### config.mk
export PLATFORM = sky130hd
export DESIGN_NAME = tx_ctl_regbank
export DESIGN_NICKNAME = d
export VERILOG_FILES = /design/src/rtl/txc_pkg.sv /design/src/rtl/txc_regs.sv /design/src/rtl/txc_holding.sv /design/src/rtl/txc_launch.sv /design/src/rtl/txc_power.sv /design/src/rtl/tx_ctl_regbank.sv
export SDC_FILE = /design/constraint.sdc
export NUM_CORES = 1
export LEC_CHECK = 0
export BUFFER_PORTS_ARGS = -buffer_cell sky130_fd_sc_hd__buf_2
export CORE_MARGIN = 3
export CORE_UTILIZATION = 50
export DETAILED_ROUTE_END_ITERATION = 16
export PLACE_DENSITY = 0.81
export REMOVE_ABC_BUFFERS = 1
export SLEW_MARGIN = 25
export SYNTH_ARGS = -nofsm -noshare
export SYNTH_HDL_FRONTEND = slang
export SYNTH_HIERARCHICAL = 1
export SYNTH_SLANG_ARGS = --single-unit
export TNS_END_PERCENT = 30
### constraint.sdc
create_clock -name clk -period 4.2 [get_ports clk]
set_clock_uncertainty 0.05 [all_clocks]
set_input_delay 1.26 -clock clk [delete_from_list [all_inputs] [get_ports clk]]
set_output_delay 1.26 -clock clk [all_outputs]
set_load 0.1 [all_outputs]
### src/rtl/txc_pkg.sv
package txc_pkg;
   typedef enum logic [1:0] {
      A_DATA = 2'd0,
      A_HCC  = 2'd1,
      A_TCTL = 2'd2,
      A_RCTL = 2'd3
   } txc_addr_e;

   // transmit control bit positions
   localparam int B_TXEN  = 0;
   localparam int B_START = 1;
   localparam int B_EOF   = 2;
   localparam int B_EOS   = 3;
   localparam int B_FORCE = 4;
   // receive / power control bit positions
   localparam int B_RXEN  = 3;
   localparam int B_PWR   = 4;
   localparam int B_SRST  = 7;
   localparam int LIM_W   = 3;
endpackage

### src/rtl/txc_regs.sv
module txc_regs
   import txc_pkg::*;
#(
   parameter int DW = 8
) (
   input  logic             clk,
   input  logic             rst_n,
   input  logic             wr_en,
   input  logic [1:0]       wr_addr,
   input  logic [DW-1:0]    wr_data,
   output logic [DW-1:0]    host_cc,
   output logic             force_cc,
   output logic             tx_en,
   output logic             rx_en,
   output logic [LIM_W-1:0] sync_limit,
   output logic             pwr_on,
   output logic             start_p,
   output logic             eof_p,
   output logic             eos_p,
   output logic             soft_rst,
   output logic             srst,
   output logic             pwr_up,
   output logic             start_req,
   output logic             eof_req,
   output logic             data_wr
);
   txc_addr_e addr;
   logic      hit_hcc, hit_tctl, hit_rctl;
   logic      armed;

   assign addr = txc_addr_e'(wr_addr);

   always_comb begin
      data_wr   = wr_en && (addr == A_DATA);
      hit_hcc   = wr_en && (addr == A_HCC);
      hit_tctl  = wr_en && (addr == A_TCTL);
      hit_rctl  = wr_en && (addr == A_RCTL);
      srst      = hit_rctl && !wr_data[B_SRST] && armed;
      pwr_up    = hit_rctl && wr_data[B_PWR] && !pwr_on && !srst;
      start_req = hit_tctl && wr_data[B_START] && wr_data[B_TXEN];
      eof_req   = hit_tctl && wr_data[B_EOF];
   end

   always_ff @(posedge clk) begin
      if (!rst_n) begin
         host_cc    <= '0;
         force_cc   <= 1'b0;
         tx_en      <= 1'b0;
         rx_en      <= 1'b0;
         sync_limit <= '0;
         pwr_on     <= 1'b0;
         armed      <= 1'b0;
         start_p    <= 1'b0;
         eof_p      <= 1'b0;
         eos_p      <= 1'b0;
         soft_rst   <= 1'b0;
      end else begin
         start_p  <= 1'b0;
         eof_p    <= 1'b0;
         eos_p    <= 1'b0;
         soft_rst <= 1'b0;
         if (srst) begin
            host_cc    <= '0;
            force_cc   <= 1'b0;
            tx_en      <= 1'b0;
            rx_en      <= 1'b0;
            sync_limit <= '0;
            pwr_on     <= 1'b0;
            armed      <= 1'b0;
            soft_rst   <= 1'b1;
         end else begin
            if (hit_hcc) host_cc <= wr_data;
            if (hit_tctl) begin
               force_cc <= wr_data[B_FORCE];
               tx_en    <= wr_data[B_TXEN];
               start_p  <= wr_data[B_START];
               eof_p    <= wr_data[B_EOF];
               eos_p    <= wr_data[B_EOS];
            end
            if (hit_rctl) begin
               armed      <= wr_data[B_SRST];
               pwr_on     <= wr_data[B_PWR];
               rx_en      <= wr_data[B_RXEN];
               sync_limit <= wr_data[LIM_W-1:0];
            end
         end
      end
   end
endmodule

### src/rtl/txc_holding.sv
module txc_holding #(
   parameter int DW        = 8,
   parameter int MIN_FRAME = 2,
   parameter int MAX_FRAME = 136
) (
   input  logic          clk,
   input  logic          rst_n,
   input  logic          srst,
   input  logic          data_wr,
   input  logic [DW-1:0] wr_data,
   input  logic          eof_req,
   input  logic          byte_take,
   input  logic          req_ok,
   output logic [DW-1:0] tx_byte,
   output logic          full,
   output logic          tx_req,
   output logic          len_err,
   output logic          ovr_err
);
   localparam int CW = $clog2(MAX_FRAME + 2);
   localparam logic [CW-1:0] MINV = CW'(MIN_FRAME);
   localparam logic [CW-1:0] MAXV = CW'(MAX_FRAME);
   localparam logic [CW-1:0] SATV = CW'(MAX_FRAME + 1);

   logic [CW-1:0] cnt;
   logic          take;

   assign take   = byte_take && full;
   assign tx_req = req_ok && !full;

   always_ff @(posedge clk) begin
      if (!rst_n || srst) begin
         tx_byte <= '0;
         full    <= 1'b0;
         cnt     <= '0;
         len_err <= 1'b0;
         ovr_err <= 1'b0;
      end else begin
         if (data_wr) begin
            if (full && !take) begin
               ovr_err <= 1'b1;
            end else begin
               tx_byte <= wr_data;
               full    <= 1'b1;
               if (cnt != SATV) cnt <= cnt + 1'b1;
            end
         end else if (take) begin
            full <= 1'b0;
         end
         if (eof_req) begin
            if ((cnt < MINV) || (cnt > MAXV)) len_err <= 1'b1;
            cnt <= '0;
         end
      end
   end
endmodule

### src/rtl/txc_launch.sv
module txc_launch #(
   parameter int DW = 8
) (
   input  logic          clk,
   input  logic          rst_n,
   input  logic          srst,
   input  logic          start_req,
   input  logic          slot_avail,
   input  logic          tx_en,
   input  logic          ready,
   input  logic          force_cc,
   input  logic [DW-1:0] host_cc,
   input  logic [DW-1:0] rx_cc,
   output logic          tx_go,
   output logic [DW-1:0] cc_out
);
   logic pend;

   always_ff @(posedge clk) begin
      if (!rst_n || srst) begin
         pend   <= 1'b0;
         tx_go  <= 1'b0;
         cc_out <= '0;
      end else begin
         tx_go <= 1'b0;
         if (start_req) begin
            pend <= 1'b1;
         end else if (!tx_en) begin
            pend <= 1'b0;
         end else if (pend && slot_avail && ready) begin
            pend   <= 1'b0;
            tx_go  <= 1'b1;
            cc_out <= force_cc ? host_cc : rx_cc;
         end
      end
   end
endmodule

### src/rtl/txc_power.sv
module txc_power #(
   parameter int OSC_SETTLE = 4096
) (
   input  logic clk,
   input  logic rst_n,
   input  logic pwr_on,
   input  logic pwr_up,
   output logic ready
);
   generate
      if (OSC_SETTLE == 0) begin : g_nowait
         assign ready = pwr_on;
      end else begin : g_wait
         localparam int SW = $clog2(OSC_SETTLE + 1);
         localparam logic [SW-1:0] LOADV = SW'(OSC_SETTLE);
         logic [SW-1:0] cnt;
         always_ff @(posedge clk) begin
            if (!rst_n) cnt <= '0;
            else if (pwr_up) cnt <= LOADV;
            else if (cnt != '0) cnt <= cnt - 1'b1;
         end
         assign ready = pwr_on && (cnt == '0);
      end
   endgenerate
endmodule

### src/rtl/tx_ctl_regbank.sv
module tx_ctl_regbank #(
   parameter int DW         = 8,
   parameter int MIN_FRAME  = 2,
   parameter int MAX_FRAME  = 136,
   parameter int OSC_SETTLE = 4096
) (
   input  logic          clk,
   input  logic          rst_n,
   input  logic          wr_en,
   input  logic [1:0]    wr_addr,
   input  logic [DW-1:0] wr_data,
   input  logic [DW-1:0] rx_cc,
   input  logic          slot_avail,
   input  logic          byte_take,
   output logic          tx_req,
   output logic [DW-1:0] tx_byte,
   output logic          tx_byte_valid,
   output logic          start_pulse,
   output logic          eof_pulse,
   output logic          eos_pulse,
   output logic          tx_go,
   output logic [DW-1:0] cc_out,
   output logic          tx_en,
   output logic          tx_powersave,
   output logic          rx_en,
   output logic [2:0]    sync_limit,
   output logic          zero_power,
   output logic          ready,
   output logic          soft_rst,
   output logic          len_err,
   output logic          ovr_err
);
   generate
      if (DW < 8) begin : g_bad_dw
         $error("DW must be at least 8");
      end
      if (MIN_FRAME < 1 || MAX_FRAME < MIN_FRAME) begin : g_bad_frame
         $error("frame bounds inconsistent");
      end
      if (OSC_SETTLE < 0) begin : g_bad_settle
         $error("OSC_SETTLE must not be negative");
      end
   endgenerate

   logic [DW-1:0] host_cc;
   logic          force_cc, pwr_on, srst, pwr_up, start_req, eof_req, data_wr;

   txc_regs #(.DW(DW)) u_regs (
      .clk(clk), .rst_n(rst_n), .wr_en(wr_en), .wr_addr(wr_addr), .wr_data(wr_data),
      .host_cc(host_cc), .force_cc(force_cc), .tx_en(tx_en), .rx_en(rx_en),
      .sync_limit(sync_limit), .pwr_on(pwr_on), .start_p(start_pulse),
      .eof_p(eof_pulse), .eos_p(eos_pulse), .soft_rst(soft_rst), .srst(srst),
      .pwr_up(pwr_up), .start_req(start_req), .eof_req(eof_req), .data_wr(data_wr)
   );

   txc_power #(.OSC_SETTLE(OSC_SETTLE)) u_pwr (
      .clk(clk), .rst_n(rst_n), .pwr_on(pwr_on), .pwr_up(pwr_up), .ready(ready)
   );

   txc_holding #(.DW(DW), .MIN_FRAME(MIN_FRAME), .MAX_FRAME(MAX_FRAME)) u_hold (
      .clk(clk), .rst_n(rst_n), .srst(srst), .data_wr(data_wr), .wr_data(wr_data),
      .eof_req(eof_req), .byte_take(byte_take), .req_ok(tx_en && ready),
      .tx_byte(tx_byte), .full(tx_byte_valid), .tx_req(tx_req),
      .len_err(len_err), .ovr_err(ovr_err)
   );

   txc_launch #(.DW(DW)) u_launch (
      .clk(clk), .rst_n(rst_n), .srst(srst), .start_req(start_req),
      .slot_avail(slot_avail), .tx_en(tx_en), .ready(ready), .force_cc(force_cc),
      .host_cc(host_cc), .rx_cc(rx_cc), .tx_go(tx_go), .cc_out(cc_out)
   );

   assign tx_powersave = !tx_en;
   assign zero_power   = !pwr_on;
endmodule

==> run metrics <==
pin count of the biggest net entering global routing=19; Slew Limit Fails=0; Slew @ Worst Pin=0.684 ns; GRT Overall Usage=19.6%; final cell count without fillers=427; LEAKAGE=1.44 nW; CTS tree=done; Fill cells=469; Synth Register Bits=62; Ports=56; Post-route DRC=0; Die ar.=6490 µm²; Mapped Cells=300; pre-CTS WS=0.423 ns; PortBufs=55; worst path arrival time=2.65 ns; Inserted Diodes=0; grt total ovfl=0; Netlist Area Pre-Place=2780 µm²; initial antenna violation count=0; Area after DPL=3070 µm²; Die Y=80.6 µm; Final min period=3.96 ns; Max transition margin=53.8%; detailed-placement wirelength estimate=4400 µm; max_cap viols=0; sequential fraction of the synthesis area=44.6%; final setup margin=0.243 ns; core area=5240 µm²; Iter 0 DRT Violations=117; gp weighted congestion=0.829; number of setup buffers added after CTS=0; met2 Usage GRT=32.1%; clock buffer count from CTS=9; Syn. warnings=6; status=finished, final reports clean; HP Class=register to register; die width=80.6 µm; P&R area growth vs syn=16.3%; DRT Pass-1 Iters=4; Synth cell types=51; RSZ-0062 raised after global routing=no; Post-Syn Area per Cell=9.27 µm²; met3 GRT Util=5.27%; Initial Util=53.1%; top_reg_cell synth=dfxtp_1; TNS Setup=0 ns; cts hold-fix bufs=0; Wirelength per Cell=14.0 µm; DR vias/cell=5.36; Detail Route Antenna Nets=0; vias in the first global route=2,117; Worst Path Required=2.89 ns; std cell rows=26; nature of the critical path endpoint=output pin; clock latency on the worst-skew pair=0.33 ns; Clock transition at path regs=0.06 ns; GR peak layer=met2; Total Nets Final=381; Multi-input gate area=1430 µm²; Startpoint Class=register; vias=2,288; final hold violation count=0; clk sinks=62; DP Cell Count=413; Power Total=1.70 mW; fin crit share=94.2%; pwr dens=525 nW/µm²; Worst VDD drop=0.000227 V; H-tree depth=3; Max Fclk=253 MHz; share of layout cells above drive strength 1=24.4%; final instance area=3230 µm²; crit path max fanout=5; Max clock buf depth=2; final WL=5980 µm; Final setup viols=0; first-pass GRT wire length=9830 µm; CTS root buf=clkbuf_8; Global Route met1 Usage=24.1%; Post-synth EDFFs=0; WS Path Type=register to output pin; register area=1240 µm²; ys async rst share=0%
-- sequential cells by signal (all words and copies together) (netlist names), 3 cells and up --
register and flops:
u_pwr/g_wait.cnt 13, u_hold/tx_byte 8, u_launch/cc_out 8, u_hold/cnt 8, u_regs/host_cc 8, u_regs/sync_limit 3
-- metrics by stage --
| stage | util (%) | hold WS (ns) |
|---|---|---|
| 2_1_floorplan | - | 0.413 |
| 3_3_place_gp | 58.6 | 0.391 |
| 3_5_place_dp | 58.6 | 0.396 |
| 4_1_cts | 61.6 | 0.405 |
| 5_1_grt | 61.8 | 0.422 |
| 6_report | 61.8 | 0.400 |
-- critical path, stage by stage (launching register included) --
cell	delay (ns)
dfxtp_1	0.34
inv_1	0.09
ha_1	0.19
or3b_2	0.50
nor3_2	0.24
and3_1	0.31
and2_1	0.18
nor2b_1	0.13
clkbuf_4	0.33
-- report_power, final --
group	leakage [nW]	switching [mW]	internal (mW)
registers	0.504	0.0820	0.659
logic	0.850	0.324	0.210
clock network	0.0821	0.203	0.222
-- metal layers --
layer	routed length, µm	up-vias
li1	-	1162
met1	2720	1061
met2	2890	61
met3	310	4
met4	55	0
met5	0	-
-- synthesized netlist by cell type (all sizes together), types with 6 or more instances --
cell type	instances	share of area (%)
or3	11	2.8
nand2	23	3.1
nand2b	7	1.6
mux2i	26	9.4
inv	9	1.2
o21ai	12	2.6
xor2	7	2.2
nand4	7	2.1
a21oi	25	4.5
dfxtp	62	45
nor2b	6	1.4
nor2	36	4.9
buf	8	2.2
-- final cells by class --
type | instances | area share, %
Timing Repair Buffer | 56 | 8.82
Clock inverter | 2 | 0.309
Multi-Input combinational cell | 216 | 44.3
Inverter | 9 | 1.04
Tap cell | 70 | 2.71
Clock buffer | 12 | 4.49
Sequential cell | 62 | 38.4
-- cells by family after synthesis --
| kind of cell | count (synthesis) | synth area share [%] |
|---|---|---|
| adders and majority gates | 4 | 1.80 |
| muxes | 26 | 9.36 |
| buffers and inverters | 22 | 4.05 |
| AOI/OAI and AO/OA | 52 | 11.9 |
| and+or+nand+nor | 126 | 25.7 |
| xor gates and xnor gates | 8 | 2.52 |
| DFF | 62 | 44.6 |
-- worst paths after layout --
check                                    startpoint            endpoint  slack, ns  cells after the start
worst max-delay path            u_pwr/g_wait.cnt[0]              tx_req       0.24                      8
worst min-delay path              u_hold/tx_byte[2]   u_hold/tx_byte[2]       0.40                      2
worst max register to register  u_pwr/g_wait.cnt[0]  u_launch/cc_out[4]       1.50                      8
worst min register to register    u_hold/tx_byte[2]   u_hold/tx_byte[2]       0.40                      2
-- layout by cell type, fill, tap and decap left out, types with 7 or more instances in the layout --
cell,instances
xor2_1,7
buf_2,54
nor2_1,36
mux2i_1,26
clkbuf_8,10
or3_1,7
o21ai_0,11
inv_1,9
a21oi_1,25
dfxtp_1,62
nand2_1,23
nand2b_1,7
-- repair_timing --
action | 4_1_cts | 5_1_grt
setup endpoints to repair | 0 | 1
hold endpoints to repair | 0 | 0
gates resized for setup | 0 | 2
Power figures use the tool's default switching activity.
